### config.mk
export PLATFORM = sky130hd
export DESIGN_NAME = dmem_wait_decoder
export DESIGN_NICKNAME = d
export VERILOG_FILES = /design/src/rtl/dmd_pkg.sv /design/src/rtl/dmd_addr_decode.sv /design/src/rtl/dmd_wait_timer.sv /design/src/rtl/dmem_wait_decoder.sv
export SDC_FILE = /design/constraint.sdc
export NUM_CORES = 1
export LEC_CHECK = 0
export ABC_AREA = 1
export BUFFER_PORTS_ARGS = -buffer_cell sky130_fd_sc_hd__buf_4
export CELL_PAD_IN_SITES_DETAIL_PLACEMENT = 0
export CELL_PAD_IN_SITES_GLOBAL_PLACEMENT = 2
export CORE_ASPECT_RATIO = 1.25
export CORE_MARGIN = 2
export CORE_UTILIZATION = 24
export DETAILED_ROUTE_END_ITERATION = 8
export PLACE_DENSITY_LB_ADDON = 0.1
export SKIP_CTS_REPAIR_TIMING = 1
export SLEW_MARGIN = 25
export SYNTH_ARGS = -nofsm -noshare
export SYNTH_HDL_FRONTEND = slang
export SYNTH_HIERARCHICAL = 1
export SYNTH_SLANG_ARGS = --single-unit
### constraint.sdc
create_clock -name clk -period 2.7 [get_ports clk]
set_input_delay 0.54 -clock clk [delete_from_list [all_inputs] [get_ports clk]]
set_output_delay 0.54 -clock clk [all_outputs]
set_load 0.1 [all_outputs]
### src/rtl/dmd_pkg.sv
package dmd_pkg;
  typedef enum logic {
    ROUTE_EXT = 1'b0,
    ROUTE_INT = 1'b1
  } route_t;
endpackage

### src/rtl/dmd_addr_decode.sv
module dmd_addr_decode
  import dmd_pkg::*;
#(
  parameter int ADDR_W  = 24,
  parameter int IRAM_AW = 11
) (
  input  logic              cfg_en,
  input  logic [ADDR_W-1:0] addr,
  output route_t            route
);
  localparam int HI_W = ADDR_W - IRAM_AW;

  logic in_window;
  assign in_window = (addr[ADDR_W-1:IRAM_AW] == {HI_W{1'b0}});
  assign route     = (cfg_en && in_window) ? ROUTE_INT : ROUTE_EXT;

  // with the overlay disabled nothing is decoded as internal
  always_comb begin
    a_r3_no_int_when_off : assert (cfg_en || route == ROUTE_EXT);
  end
endmodule

### src/rtl/dmd_wait_timer.sv
module dmd_wait_timer
  import dmd_pkg::*;
#(
  parameter int WAIT_W      = 3,
  parameter int MC_CLKS     = 2,
  parameter int EXT_BASE_MC = 4
) (
  input  logic              clk,
  input  logic              rst_n,
  input  logic              start,
  input  route_t            route,
  input  logic [WAIT_W-1:0] wait_n,
  output logic              busy,
  output logic              last
);
  localparam int MAX_LEN = (EXT_BASE_MC + (1 << WAIT_W) - 1) * MC_CLKS;
  localparam int CNT_W   = $clog2(MAX_LEN + 1);

  logic [CNT_W-1:0] cnt;
  logic [CNT_W-1:0] len;

  always_comb begin
    if (route == ROUTE_INT) len = CNT_W'(MC_CLKS);
    else                    len = CNT_W'((EXT_BASE_MC + int'(wait_n)) * MC_CLKS);
  end

  always_ff @(posedge clk or negedge rst_n) begin
    if (!rst_n) begin
      busy <= 1'b0;
      cnt  <= '0;
    end else if (start) begin
      busy <= 1'b1;
      cnt  <= len - CNT_W'(1);
    end else if (busy && cnt == '0) begin
      busy <= 1'b0;
    end else if (busy) begin
      cnt <= cnt - CNT_W'(1);
    end
  end

  assign last = busy && (cnt == '0);

  // the down-counter never exceeds the longest external access
  a_r5_cnt_in_range : assert property (@(posedge clk) disable iff (!rst_n)
    busy |-> (int'(cnt) < MAX_LEN));
  // a running count that is not at zero keeps the access alive next clock
  a_r4_keeps_busy : assert property (@(posedge clk) disable iff (!rst_n)
    (busy && !last) |=> busy);
endmodule

### src/rtl/dmem_wait_decoder.sv
module dmem_wait_decoder
  import dmd_pkg::*;
#(
  parameter int ADDR_W      = 24,
  parameter int DATA_W      = 8,
  parameter int IRAM_AW     = 11,
  parameter int WAIT_W      = 3,
  parameter int MC_CLKS     = 2,
  parameter int EXT_BASE_MC = 4
) (
  input  logic               clk,
  input  logic               rst_n,
  input  logic               req_valid,
  output logic               req_ready,
  input  logic               req_wr,
  input  logic [ADDR_W-1:0]  req_addr,
  input  logic [DATA_W-1:0]  req_wdata,
  input  logic               cfg_en,
  input  logic [WAIT_W-1:0]  wait_cnt,
  output logic               int_cs,
  output logic               int_we,
  output logic [IRAM_AW-1:0] int_addr,
  output logic [DATA_W-1:0]  int_wdata,
  input  logic [DATA_W-1:0]  int_rdata,
  output logic               ext_rd,
  output logic               ext_wr,
  output logic [ADDR_W-1:0]  ext_addr,
  output logic [DATA_W-1:0]  ext_wdata,
  input  logic [DATA_W-1:0]  ext_rdata,
  output logic               done,
  output logic [DATA_W-1:0]  rd_data,
  output logic               pins_free
);
  route_t             dec_route;
  route_t             cur_route;
  logic               busy;
  logic               last;
  logic               accept;
  logic [ADDR_W-1:0]  cur_addr;
  logic [DATA_W-1:0]  cur_wdata;
  logic               cur_wr;
  logic               on_chip;
  logic               off_chip;

  dmd_addr_decode #(
    .ADDR_W (ADDR_W),
    .IRAM_AW(IRAM_AW)
  ) u_decode (
    .cfg_en(cfg_en),
    .addr  (req_addr),
    .route (dec_route)
  );

  assign req_ready = !busy || last;
  assign accept    = req_valid && req_ready;

  dmd_wait_timer #(
    .WAIT_W     (WAIT_W),
    .MC_CLKS    (MC_CLKS),
    .EXT_BASE_MC(EXT_BASE_MC)
  ) u_timer (
    .clk   (clk),
    .rst_n (rst_n),
    .start (accept),
    .route (dec_route),
    .wait_n(wait_cnt),
    .busy  (busy),
    .last  (last)
  );

  always_ff @(posedge clk or negedge rst_n) begin
    if (!rst_n) begin
      cur_route <= ROUTE_EXT;
      cur_addr  <= '0;
      cur_wdata <= '0;
      cur_wr    <= 1'b0;
    end else if (accept) begin
      cur_route <= dec_route;
      cur_addr  <= req_addr;
      cur_wdata <= req_wdata;
      cur_wr    <= req_wr;
    end
  end

  assign on_chip  = busy && (cur_route == ROUTE_INT);
  assign off_chip = busy && (cur_route == ROUTE_EXT);

  assign int_cs    = on_chip;
  assign int_we    = on_chip && cur_wr;
  assign int_addr  = cur_addr[IRAM_AW-1:0];
  assign int_wdata = cur_wdata;

  assign ext_rd    = off_chip && !cur_wr;
  assign ext_wr    = off_chip && cur_wr;
  assign ext_addr  = cur_addr;
  assign ext_wdata = cur_wdata;

  assign pins_free = !off_chip;
  assign done      = last;
  assign rd_data   = (cur_route == ROUTE_INT) ? int_rdata : ext_rdata;

  // the on-chip select and the external strobes never overlap
  a_r1_exclusive : assert property (@(posedge clk) disable iff (!rst_n)
    int_cs |-> !(ext_rd || ext_wr));
  // any external strobe implies the pins are claimed
  a_r6_pins_claimed : assert property (@(posedge clk) disable iff (!rst_n)
    (ext_rd || ext_wr) |-> !pins_free);
  // an on-chip access always lies inside the low window
  a_r1_window : assert property (@(posedge clk) disable iff (!rst_n)
    int_cs |-> (cur_addr < ADDR_W'(1 << IRAM_AW)));
  // no acceptance while an access is in flight and not finishing
  a_r8_hold_off : assert property (@(posedge clk) disable iff (!rst_n)
    (busy && !done) |-> !req_ready);
  // address stays put within an access
  a_r9_addr_stable : assert property (@(posedge clk) disable iff (!rst_n)
    (busy && !done) |=> $stable(ext_addr));
  // done only ever marks an access in flight
  a_r7_done_in_access : assert property (@(posedge clk) disable iff (!rst_n)
    done |-> (int_cs || ext_rd || ext_wr));
endmodule

==> metrics.md <==
| Metric | Value |
|---|---|
| Library cells used by synthesis | 16 |
| R2r worst-path depth | 16 |
| Pin count of the biggest net entering global routing | roughly 40 |
| Worst path cell trace | nor2_1 > nand4_1 > nor2_4 > inv_1 > nand2_4 > buf_4 |
| Net Count, Synth | about 330 |
| First-pass GRT wire length | 9.729 mm |
| Max Cap Viol | 0 |
| Top cell type's share of synthesized area | 47.88% |
| FFs w/ async S/R, synth | 100.0% |
| Skew final | 0.006853 ns |
| Nets | between 400 and 500 |
| 1st-iter DRT viols | 70 |
| Final wirelength | roughly 6.2 mm |
| Initial Util | about a quarter |
| Post-synth top flop | dfrtp_1 |
| Total congestion overflow | 0 |
| Syn avg cell area | between 7 and 8 um2 |
| Synth area leader | dfrtp_1 |
| Via/cell ratio | approximately 4.2 |
| GPL Wtd Cong | around 0.8 |
| Die Ht | approximately 110 um |
| Slowest CP cell | dfrtp_1 |
| Die area | ~0.0095 mm2 |
| Worst slack, placed | 0.7470 ns |
| Critical path launch point | u_timer/cnt[3]$_DFFE_PN0P_ |
| Reg2reg start | u_timer/cnt[3]$_DFFE_PN0P_ |
| Hold Vio Cnt, Final | 0 |
| Worst-Skew Late Latency | slightly below 0.3 ns |
| Synth warnings | 6 |
| Synth Instances | around 280 |
| Final std cells w/o fill | 479 |
| Detailed-router iteration count before antenna repair | 4 |
| Synth area leaders | dfrtp_1 48%, nand2_1 22%, nand3_1 9.3% |
| Core area | roughly 0.0086 mm2 |
| Residual DRC | 0 |
| CTS Buf Count | 5 |
| Post-synth EDFFs | 0 |
| Layout cells sized above 1 | a little under two fifths |
| Vias in the first global route | around 2,000 |
| Initial antenna violation count | 0 |
| Overall Global Routing Usage | 13.14% |
| RSZ-0062 raised after global routing | no |
| Area Overhead vs Synth | 44.22% |
| Root buffer cell | clkbuf_8 |
| Period utilisation layout | 81.80% |
| H-tree levels | 2 |
| Final worst slack | between 0.4 and 0.5 ns |
| Critical path data required time | 2.16 ns |
| CTS Buffer Depth | 2 |
| Least-Margin Pin Slew | approximately 0.53 ns |
| Crit path arrival time | 1.67 ns |
| CTS tree | yes |
| CP Launch Type | flop |
| ANT nets after route | 0 |
| Pins Over Slew Limit | 0 |
| Fmax | between 400 and 500 MHz |
| Max-slew headroom | between 60% and 70% |
| Largest stage delay on the critical path | approximately 0.40 ns |
| Final setup fails | 0 |
| HPWL after DPL | about 4.5 mm |
| Worst Hold Class | in -> async |
| Ports | 122 |
| Routed len/inst | ~13 um |
| Placed Cells | 471 |
| Seq/Total Area, Yosys | 47.88% |
| Mapped cell area | around 0.0021 mm2 |
| Die W | 87.48 um |
| Synth cell count leaders | 121 x nand2_1, 40 x dfrtp_1, 39 x nand3_1 |
| CTS sink cnt | 40 |
| Crit Path Category | reg -> out |
| Port Buffer Count | about 120 |
| Ant diodes | 0 |
| Most common cell in the synthesized netlist | nand2_1 |
| FP Rows | 38 |
| Shortest period the worst path allows | 2.209 ns |
| Crit path capture type | output pin |
| CP Max Fanout | 16 |
| Clock transition at path regs | roughly 0.080 ns |
| Status | complete, no violations |
| Synth Register Bits | 40 |
| Via count | around 2,000 |
## cells in the final DEF, fill, tap and decap left out
cell type	instances
clkinv_4	1
inv_2	1
nand2_4	2
o21ai_0	3
clkbuf_8	5
nor2_4	1
nand2_2	5
a21oi_2	1
buf_4	123
clkinv_1	1
nand2_1	121
inv_1	19
nor2_1	13
dfrtp_1	40
nand3_1	39
nor2_2	1
clkinv_2	2
nand4_1	1
## layer usage
metal | global-route usage (%) | vias to the layer above | part of all wire, %
li1 | - | 1033 | -
met1 | 15.90 | 918 | 40
met2 | 23.16 | 64 | 54
met3 | 2.824 | 4 | 5.8
met4 | 3.736 | 0 | 0.67
met5 | 0 | - | 0
## cell type report
class | instances | area, um2
Multi-Input combinational cell | 187 | 799.5
Clock buffer | 5 | 68.82
Inverter | 21 | 78.83
Tap cell | 100 | 125.1
Timing Repair Buffer | 123 | 923.4
Fill cell | 961 | 5543
Sequential cell | 40 | 1001
Clock inverter | 3 | 18.77
## flip-flops by register name, indices dropped and copies added (netlist names)
signal,cells
u_timer/cnt,5
cur_route,1
cur_wr,1
u_timer/busy,1
ext_addr,24
ext_wdata,8
## metrics by stage
stage	setup TNS, ns	hold slack (ns)	instance area (um2)	util, %
detailed placement	0	0.4641	2928	34.21
CTS	0	0.2450	3015	35.23
floorplan	-0.8291	0.2444	2098	-
finish	0	0.2172	3015	35.23
global placement	0	0.4581	2928	34.21
global route	0	0.2424	3015	35.23
## kinds of logic (layout without fill, tap and decap cells)
group | Yosys count | count (layout) | synth area share, %
flip-flops | 40 | 40 | 47.88
AO/OA/AOI/OAI | 4 | 4 | 1.137
AND/OR/NAND/NOR | 183 | 183 | 36.75
buffers and inverters | 51 | 152 | 14.24
## path summary, 6_finish.rpt
check | endpoint | slack (ns)
worst min register to register | ext_addr[19]$_DFFE_PN0P_ | 0.48
max in group asynchronous | u_timer/busy$_DFFE_PN0P_ | 2.11
worst max-delay path | req_ready | 0.49
worst max register to register | u_timer/cnt[3]$_DFFE_PN0P_ | 0.76
worst min-delay path | ext_addr[0]$_DFFE_PN0P_ | 0.22
min in group clk | ext_addr[0]$_DFFE_PN0P_ | 0.47
## worst max-delay path: cells and delay by family (launching register included)
family	cells	cell delay [ns]
flops	1	0.40
simple gates	4	0.57
buf+inv	2	0.40
Power is left out: the tool's default activity adds up to more than one toggle a clock period on the data nets, which glitch-free logic cannot reach.
